**src/rtl/eepromBusSlavePkg.sv**
```systemverilog
package eepromBusSlavePkg;
  localparam int ADDR_W = 10;
  localparam int HI_W = ADDR_W - 8;
  localparam logic [3:0] DEV_CODE = 4'b1010;

  typedef enum logic [3:0] {
    ST_IDLE, ST_DEV, ST_DEVACK, ST_WADDR, ST_WADDRACK,
    ST_WDATA, ST_WDATAACK, ST_RDATA, ST_RACK
  } ctrlState_t;

  typedef struct packed {
    logic shiftIn;
    logic setPtrHi;
    logic setPtrLo;
    logic emitWrite;
    logic incPtrSeq;
    logic loadTx;
    logic shiftTx;
    logic commit;
  } dpStrobe_t;
endpackage

```
**src/rtl/busSync.sv**
```systemverilog
module busSync #(
  parameter int STAGES = 2
) (
  input  logic clk,
  input  logic rstN,
  input  logic sclIn,
  input  logic sdaIn,
  output logic sclLvl,
  output logic sdaLvl,
  output logic sclRise,
  output logic sclFall,
  output logic startDet,
  output logic stopDet
);
  logic [STAGES-1:0] sclPipe, sdaPipe;
  logic sclQ, sdaQ;

  always_ff @(posedge clk) begin
    if (!rstN) begin
      sclPipe <= '1;
      sdaPipe <= '1;
      sclQ <= 1'b1;
      sdaQ <= 1'b1;
    end else begin
      sclPipe <= {sclPipe[STAGES-2:0], sclIn};
      sdaPipe <= {sdaPipe[STAGES-2:0], sdaIn};
      sclQ <= sclPipe[STAGES-1];
      sdaQ <= sdaPipe[STAGES-1];
    end
  end

  assign sclLvl = sclPipe[STAGES-1];
  assign sdaLvl = sdaPipe[STAGES-1];
  assign sclRise = sclLvl & ~sclQ;
  assign sclFall = ~sclLvl & sclQ;
  // SDA edges count as bus conditions only while SCL stays high.
  assign startDet = sclLvl & sclQ & sdaQ & ~sdaLvl;
  assign stopDet = sclLvl & sclQ & ~sdaQ & sdaLvl;
endmodule

```
**src/rtl/busCtrl.sv**
```systemverilog
module busCtrl
  import eepromBusSlavePkg::*;
(
  input  logic      clk,
  input  logic      rstN,
  input  logic      sclRise,
  input  logic      sclFall,
  input  logic      startDet,
  input  logic      stopDet,
  input  logic      sdaLvl,
  input  logic [7:0] rxByte,
  input  logic      txBit,
  input  logic      strapPin,
  input  logic      busyIn,
  output dpStrobe_t strobe,
  output logic      sdaOe,
  output logic      devAckPhase
);
  ctrlState_t state;
  logic [3:0] bitCnt;
  logic ackDrive, txActive, isRead, wroteAny, hostAck;
  logic devMatch, byteDone;

  assign devMatch = (rxByte[7:4] == DEV_CODE) && (rxByte[3] == strapPin);
  assign byteDone = sclFall && (bitCnt == 4'd8);

  always_comb begin
    strobe = '0;
    strobe.commit = stopDet && wroteAny;
    if (!startDet && !stopDet) begin
      unique case (state)
        ST_DEV, ST_WADDR, ST_WDATA: begin
          strobe.shiftIn = sclRise && (bitCnt < 4'd8);
          if (byteDone) begin
            strobe.setPtrHi = (state == ST_DEV) && devMatch && !busyIn;
            strobe.setPtrLo = (state == ST_WADDR);
            strobe.emitWrite = (state == ST_WDATA);
          end
        end
        ST_DEVACK: strobe.loadTx = sclFall && isRead;
        ST_RDATA: strobe.shiftTx = sclFall && (bitCnt != 4'd0) && (bitCnt < 4'd8);
        ST_RACK: begin
          strobe.incPtrSeq = sclRise;
          strobe.loadTx = sclFall && hostAck;
        end
        default: ;
      endcase
    end
  end

  always_ff @(posedge clk) begin
    if (!rstN) begin
      state <= ST_IDLE;
      bitCnt <= '0;
      ackDrive <= 1'b0;
      txActive <= 1'b0;
      isRead <= 1'b0;
      wroteAny <= 1'b0;
      hostAck <= 1'b0;
    end else if (startDet) begin
      state <= ST_DEV;
      bitCnt <= '0;
      ackDrive <= 1'b0;
      txActive <= 1'b0;
    end else if (stopDet) begin
      state <= ST_IDLE;
      bitCnt <= '0;
      ackDrive <= 1'b0;
      txActive <= 1'b0;
      wroteAny <= 1'b0;
    end else begin
      unique case (state)
        ST_DEV, ST_WADDR, ST_WDATA: begin
          if (sclRise && (bitCnt < 4'd8)) bitCnt <= bitCnt + 4'd1;
          if (byteDone) begin
            if (state == ST_DEV) begin
              if (devMatch && !busyIn) begin
                ackDrive <= 1'b1;
                isRead <= rxByte[0];
                state <= ST_DEVACK;
              end else begin
                state <= ST_IDLE;
              end
            end else begin
              ackDrive <= 1'b1;
              if (state == ST_WDATA) wroteAny <= 1'b1;
              state <= (state == ST_WADDR) ? ST_WADDRACK : ST_WDATAACK;
            end
          end
        end
        ST_DEVACK, ST_WADDRACK, ST_WDATAACK: begin
          if (sclFall) begin
            ackDrive <= 1'b0;
            bitCnt <= '0;
            if (state == ST_DEVACK && isRead) begin
              txActive <= 1'b1;
              state <= ST_RDATA;
            end else begin
              state <= (state == ST_DEVACK) ? ST_WADDR : ST_WDATA;
            end
          end
        end
        ST_RDATA: begin
          if (sclRise) bitCnt <= bitCnt + 4'd1;
          if (byteDone) begin
            txActive <= 1'b0;
            state <= ST_RACK;
          end
        end
        ST_RACK: begin
          if (sclRise) hostAck <= ~sdaLvl;
          if (sclFall) begin
            bitCnt <= '0;
            if (hostAck) begin
              txActive <= 1'b1;
              state <= ST_RDATA;
            end else begin
              state <= ST_IDLE;
            end
          end
        end
        default: state <= ST_IDLE;
      endcase
    end
  end

  assign sdaOe = ackDrive | (txActive & ~txBit);
  assign devAckPhase = (state == ST_DEVACK);
endmodule

```
**src/rtl/busDatapath.sv**
```systemverilog
module busDatapath
  import eepromBusSlavePkg::*;
#(
  parameter int PAGE_BITS = 4
) (
  input  logic              clk,
  input  logic              rstN,
  input  dpStrobe_t         strobe,
  input  logic              sdaLvl,
  input  logic [7:0]        memRdData,
  output logic [7:0]        rxByte,
  output logic              txBit,
  output logic [ADDR_W-1:0] memRdAddr,
  output logic              wrValid,
  output logic [ADDR_W-1:0] wrAddr,
  output logic [7:0]        wrData,
  output logic              wrCommit
);
  logic [ADDR_W-1:0] ptr;
  logic [7:0] txShift;

  always_ff @(posedge clk) begin
    if (!rstN) begin
      ptr <= '0;
      rxByte <= '0;
      txShift <= '1;
      wrValid <= 1'b0;
      wrAddr <= '0;
      wrData <= '0;
      wrCommit <= 1'b0;
    end else begin
      wrValid <= strobe.emitWrite;
      wrCommit <= strobe.commit;
      if (strobe.shiftIn) rxByte <= {rxByte[6:0], sdaLvl};
      if (strobe.setPtrHi) ptr[ADDR_W-1:8] <= rxByte[HI_W:1];
      if (strobe.setPtrLo) ptr[7:0] <= rxByte;
      if (strobe.emitWrite) begin
        wrAddr <= ptr;
        wrData <= rxByte;
        ptr[PAGE_BITS-1:0] <= ptr[PAGE_BITS-1:0] + PAGE_BITS'(1);
      end
      if (strobe.incPtrSeq) ptr <= ptr + ADDR_W'(1);
      if (strobe.loadTx) txShift <= memRdData;
      else if (strobe.shiftTx) txShift <= {txShift[6:0], 1'b1};
    end
  end

  assign txBit = txShift[7];
  assign memRdAddr = ptr;
endmodule

```
**src/rtl/eepromBusSlave.sv**
```systemverilog
module eepromBusSlave
  import eepromBusSlavePkg::*;
#(
  parameter int SYNC_STAGES = 2,
  parameter int PAGE_BITS = 4
) (
  input  logic              clk,
  input  logic              rstN,
  input  logic              sclIn,
  input  logic              sdaIn,
  input  logic              strapPin,
  input  logic              busyIn,
  output logic              sdaOe,
  output logic [ADDR_W-1:0] memRdAddr,
  input  logic [7:0]        memRdData,
  output logic              wrValid,
  output logic [ADDR_W-1:0] wrAddr,
  output logic [7:0]        wrData,
  output logic              wrCommit
);
  logic sclLvl, sdaLvl, sclRise, sclFall, startDet, stopDet;
  logic txBit, devAckPhase;
  logic [7:0] rxByte;
  dpStrobe_t strobe;

  busSync #(.STAGES(SYNC_STAGES)) u_sync (
    .clk(clk), .rstN(rstN), .sclIn(sclIn), .sdaIn(sdaIn),
    .sclLvl(sclLvl), .sdaLvl(sdaLvl), .sclRise(sclRise), .sclFall(sclFall),
    .startDet(startDet), .stopDet(stopDet)
  );

  busCtrl u_ctrl (
    .clk(clk), .rstN(rstN), .sclRise(sclRise), .sclFall(sclFall),
    .startDet(startDet), .stopDet(stopDet), .sdaLvl(sdaLvl),
    .rxByte(rxByte), .txBit(txBit), .strapPin(strapPin), .busyIn(busyIn),
    .strobe(strobe), .sdaOe(sdaOe), .devAckPhase(devAckPhase)
  );

  busDatapath #(.PAGE_BITS(PAGE_BITS)) u_dp (
    .clk(clk), .rstN(rstN), .strobe(strobe), .sdaLvl(sdaLvl),
    .memRdData(memRdData), .rxByte(rxByte), .txBit(txBit),
    .memRdAddr(memRdAddr), .wrValid(wrValid), .wrAddr(wrAddr),
    .wrData(wrData), .wrCommit(wrCommit)
  );
endmodule

```
**config.mk**
```make
export PLATFORM = sky130hd
export DESIGN_NAME = eepromBusSlave
export DESIGN_NICKNAME = d
export VERILOG_FILES = /design/src/rtl/eepromBusSlavePkg.sv /design/src/rtl/busSync.sv /design/src/rtl/busCtrl.sv /design/src/rtl/busDatapath.sv /design/src/rtl/eepromBusSlave.sv
export SDC_FILE = /design/constraint.sdc
export NUM_CORES = 1
export LEC_CHECK = 0
export CORE_MARGIN = 2
export CORE_UTILIZATION = 54
export DETAILED_ROUTE_END_ITERATION = 16
export GPL_ROUTABILITY_DRIVEN = 0
export GPL_TIMING_DRIVEN = 0
export HOLD_SLACK_MARGIN = 0.08
export MAX_ROUTING_LAYER = met4
export PLACE_DENSITY = 0.79
export SYNTH_ARGS = -nofsm -noshare
export SYNTH_HDL_FRONTEND = slang
export SYNTH_SLANG_ARGS = --single-unit
export TNS_END_PERCENT = 50
```
**constraint.sdc**
```tcl
create_clock -name clk -period 2.7 [get_ports clk]
set_input_delay 0.54 -clock clk [delete_from_list [all_inputs] [get_ports clk]]
set_output_delay 0.54 -clock clk [all_outputs]
set_load 0.005 [all_outputs]
```
==> impl_metrics.ini <==
[floorplan]
die_h_um = 80.7
dieArea_sq_um = 6510
core_area_sq_um = 5610
initial_core_util_pct = 56.6
rows = 27
die_w_um = 80.7
io_pins = 45

[power]
irDropWorstVdd_mv = 0.386
power.internal_mw = 1.51
clkPwrFrac_pct = 44.1
power_density_nw_per_um2 = 496
combPwrFrac_pct = 6.0
p_sw_uw = 435
leakage_nw = 1.46
seqPwrFrac_pct = 50.0
swShare_pct = 22.4

[setup_path]
reg2reg_slack_ns = 0.57
r2r-end = u_dp.txShift[7]
crit_path_max_fanout = 8
worstPathCellList = inv_1 > ha_1 > nor2b_1 > nor4_4 > mux2_2 > mux2i_1 > nand2_1
worst-path-buf-inv = 1
critPathKind = reg2reg
worstPathArrival_ns = 2.34
critPathTopFamily = simple AND/OR/NAND/NOR gates
worst_setup_path_end_kind = flop
slowest_stage = nor4_4
slowest_delay_ns = 0.53
r2r-start = u_ctrl.bitCnt[0]
cp-start-kind = flop
critical_path_required_ns = 2.91
r2r_cells = 7

[clocking]
cts.sinks = 65
postCtsHoldBufs = 0
post_cts_resized = 0
clockRootBuffer = clkbuf_8
cts_max_level = 3
path_clk_slew_ns = 0.07
cts_tree = done
numCtsBuffers = 9
clockBufferDepth = 2
worstSkewPairLatency_ns = 0.34
post_cts_buffers = 0

[detailed_routing]
route.vias.total = 2823
drt_first_pass_iters = 5
drt-vias-per-instance = 5.92
first_iter_violations = 303
wl_per_cell_um = 15.7
drc_errors = 0
wl_mm = 7.47
final_antenna_net_count = 0

[synth]
yosys.area.top_type_share_pct = 41.0
async_flop_share_pct = 0
ys_warn_count = 0
synth_top_area_cell = dfxtp_1
yosysSeqAreaShare_pct = 41.0
netlist_top_cells_area = dfxtp_1 (41%), mux2i_1 (12%), nor2_1 (5.1%)
synth_edf_count = 0
ys_ff_latch = 65
ys.flop_type = dfxtp_1
synth_nets = 364
synth.cell_area_sq_um = 3180
synthCells = 347
yosys-top-cells-count = dfxtp_1 (65), nor2_1 (43), mux2i_1 (38)
synth_cell_types = 55
avgSynthCellArea_sq_um = 9.15
yosysMostFrequentCell = dfxtp_1

[outcome]
status = completed

[sta]
fmax_ghz = 0.469
relSlewSlack_pct = 60.3
worstMarginPinSlew_ns = 0.591
rsz0062_at_grt = no
drv_slew = 0
final_hold_viol_count = 0
min_period_over_period_pct = 79.0
post-route-min-period_ns = 2.13
setup_violations = 0
tns_ns = 0
clock_skew_ns = 0.00922

[layout]
drive_gt1_share_pct = 9.38
multi_input_area_sq_um = 1730
synthToLayoutAreaGrowth_pct = 23.1
fin_util_pct = 69.7
nFillCells = 468
fin_nets = 419
seq_area_sq_um = 1300
antenna_cells = 0

[place]
port_buffers = 44
hpwl_mm = 5.32

[global_routing]
first_global_vias = 2570
grt_max_degree = 11
grt_overflow = 0
antenna_found_initial = 0
grtUsageTotal_pct = 25.4
grt_pass1_wl_mm = 12.3

[run]
drv_cap = 0

[hold_path]
hold_path_class = reg2reg
holdPathEnd = u_sync.sclPipe[1]
min_from = u_sync.sclPipe[0]
min_path_cells = 1
==> kinds of logic after synthesis <==
group	after synthesis	share of synthesized area, %
AND/OR/NAND/NOR	139	24.3
buffers and inverters	29	4.45
flip-flops	65	41.0
multiplexers	47	15.2
AO/OA/AOI/OAI	62	13.4
XOR/XNOR	2	0.552
adder cells (fa/ha/maj)	3	1.18
==> through the flow <==
stage / setup WS, ns / power, mW / area [sq um] / hold WS (ns) / std cells
2_1_floorplan: 0.837 / 1.06 / 3180 / 0.386 / 347
3_3_place_gp: 0.346 / 1.10 / 3710 / 0.389 / 463
3_5_place_dp: 0.327 / 1.10 / 3710 / 0.394 / 463
4_1_cts: 0.531 / 1.94 / 3910 / 0.410 / 477
5_1_grt: 0.421 / 2.00 / 3910 / 0.417 / 477
6_report: 0.568 / 1.94 / 3910 / 0.409 / 477
==> layer usage <==
layer	routed length (um)	global-route usage, %	vias up
met1	3460	34.6	1343
met2	3380	37.0	127
met4	62	8.14	0
met5	0	-	-
met3	563	6.40	10
li1	-	-	1343
==> power by group through the flow <==
stage,Combinational (mW),Clock (mW),Sequential [mW]
floorplan,0.0740,0,0.990
global placement,0.112,0,0.991
detailed placement,0.113,0,0.991
CTS,0.114,0.861,0.969
global route,0.125,0.910,0.969
finish,0.116,0.856,0.969
==> layout by cell type, fill, tap and decap left out, types with 3 or more instances in the layout <==
cell / netlist / final
and2_1: 4 / 4
nor3_1: 9 / 9
buf_2: 5 / 5
clkbuf_1: 8 / 8
ha_1: 3 / 3
nand3_1: 9 / 9
o21ai_0: 9 / 9
and3_1: 7 / 7
o31ai_1: 3 / 3
nor2_1: 43 / 43
nand4b_1: 3 / 3
mux2i_1: 38 / 38
nand2b_1: 11 / 11
o22ai_1: 6 / 6
inv_1: 10 / 10
dfxtp_1: 65 / 65
nor2b_1: 8 / 8
o21a_1: 4 / 4
clkbuf_8: 0 / 12
mux2_2: 8 / 8
clkdlybuf4s50_1: 0 / 44
buf_4: 3 / 3
nand2_1: 30 / 30
a211oi_1: 5 / 5
a21oi_1: 12 / 12
==> worst register-to-register path, stage by stage, from the launching register on <==
cell     delay (ns)
dfxtp_1        0.37
inv_1          0.07
ha_1           0.23
nor2b_1        0.18
nor4_4         0.53
mux2_2         0.40
mux2i_1        0.15
nand2_1        0.06
==> final cells by class <==
| class | instances | share of cell area (%) |
|---|---|---|
| clock buffer | 12 | 4.23 |
| multi-input combinational | 253 | 44.3 |
| buffer | 19 | 2.66 |
| inverter | 10 | 0.960 |
| clock inverter | 2 | 0.960 |
| tap | 72 | 2.30 |
| timing repair buffer | 44 | 11.3 |
| sequential | 65 | 33.3 |
==> state kept, by name, summed over array words and instances, names as in the netlist <==
| register | cells |
|---|---|
| u_sync.sclPipe | 2 |
| u_sync.sdaPipe | 2 |
| u_ctrl.txActive | 1 |
| u_ctrl.isRead | 1 |
| u_sync.sdaQ | 1 |
| u_ctrl.hostAck | 1 |
| u_sync.sclQ | 1 |
| u_dp.memRdAddr | 10 |
| u_ctrl.ackDrive | 1 |
| u_dp.wrValid | 1 |
| u_dp.wrCommit | 1 |
| u_dp.rxByte | 8 |
| u_dp.wrAddr | 10 |
| u_dp.txShift | 8 |
| u_ctrl.bitCnt | 4 |
| u_ctrl.state | 4 |
| u_ctrl.wroteAny | 1 |
| u_dp.wrData | 8 |
==> worst max-delay path by stage <==
stage                                   end  slack, ns  depth (start not counted)             start
final                       u_dp.txShift[7]       0.57                          7  u_ctrl.bitCnt[0]
after global routing        u_dp.txShift[6]       0.42                          7  u_ctrl.bitCnt[1]
after CTS                   u_dp.txShift[7]       0.53                          7  u_ctrl.bitCnt[0]
after detailed placement  u_dp.memRdAddr[9]       0.33                          6            busyIn
after global placement    u_dp.memRdAddr[9]       0.35                          6          strapPin
after floorplan             u_dp.txShift[2]       0.84                          7  u_ctrl.bitCnt[0]
Power figures use the tool's default switching activity.
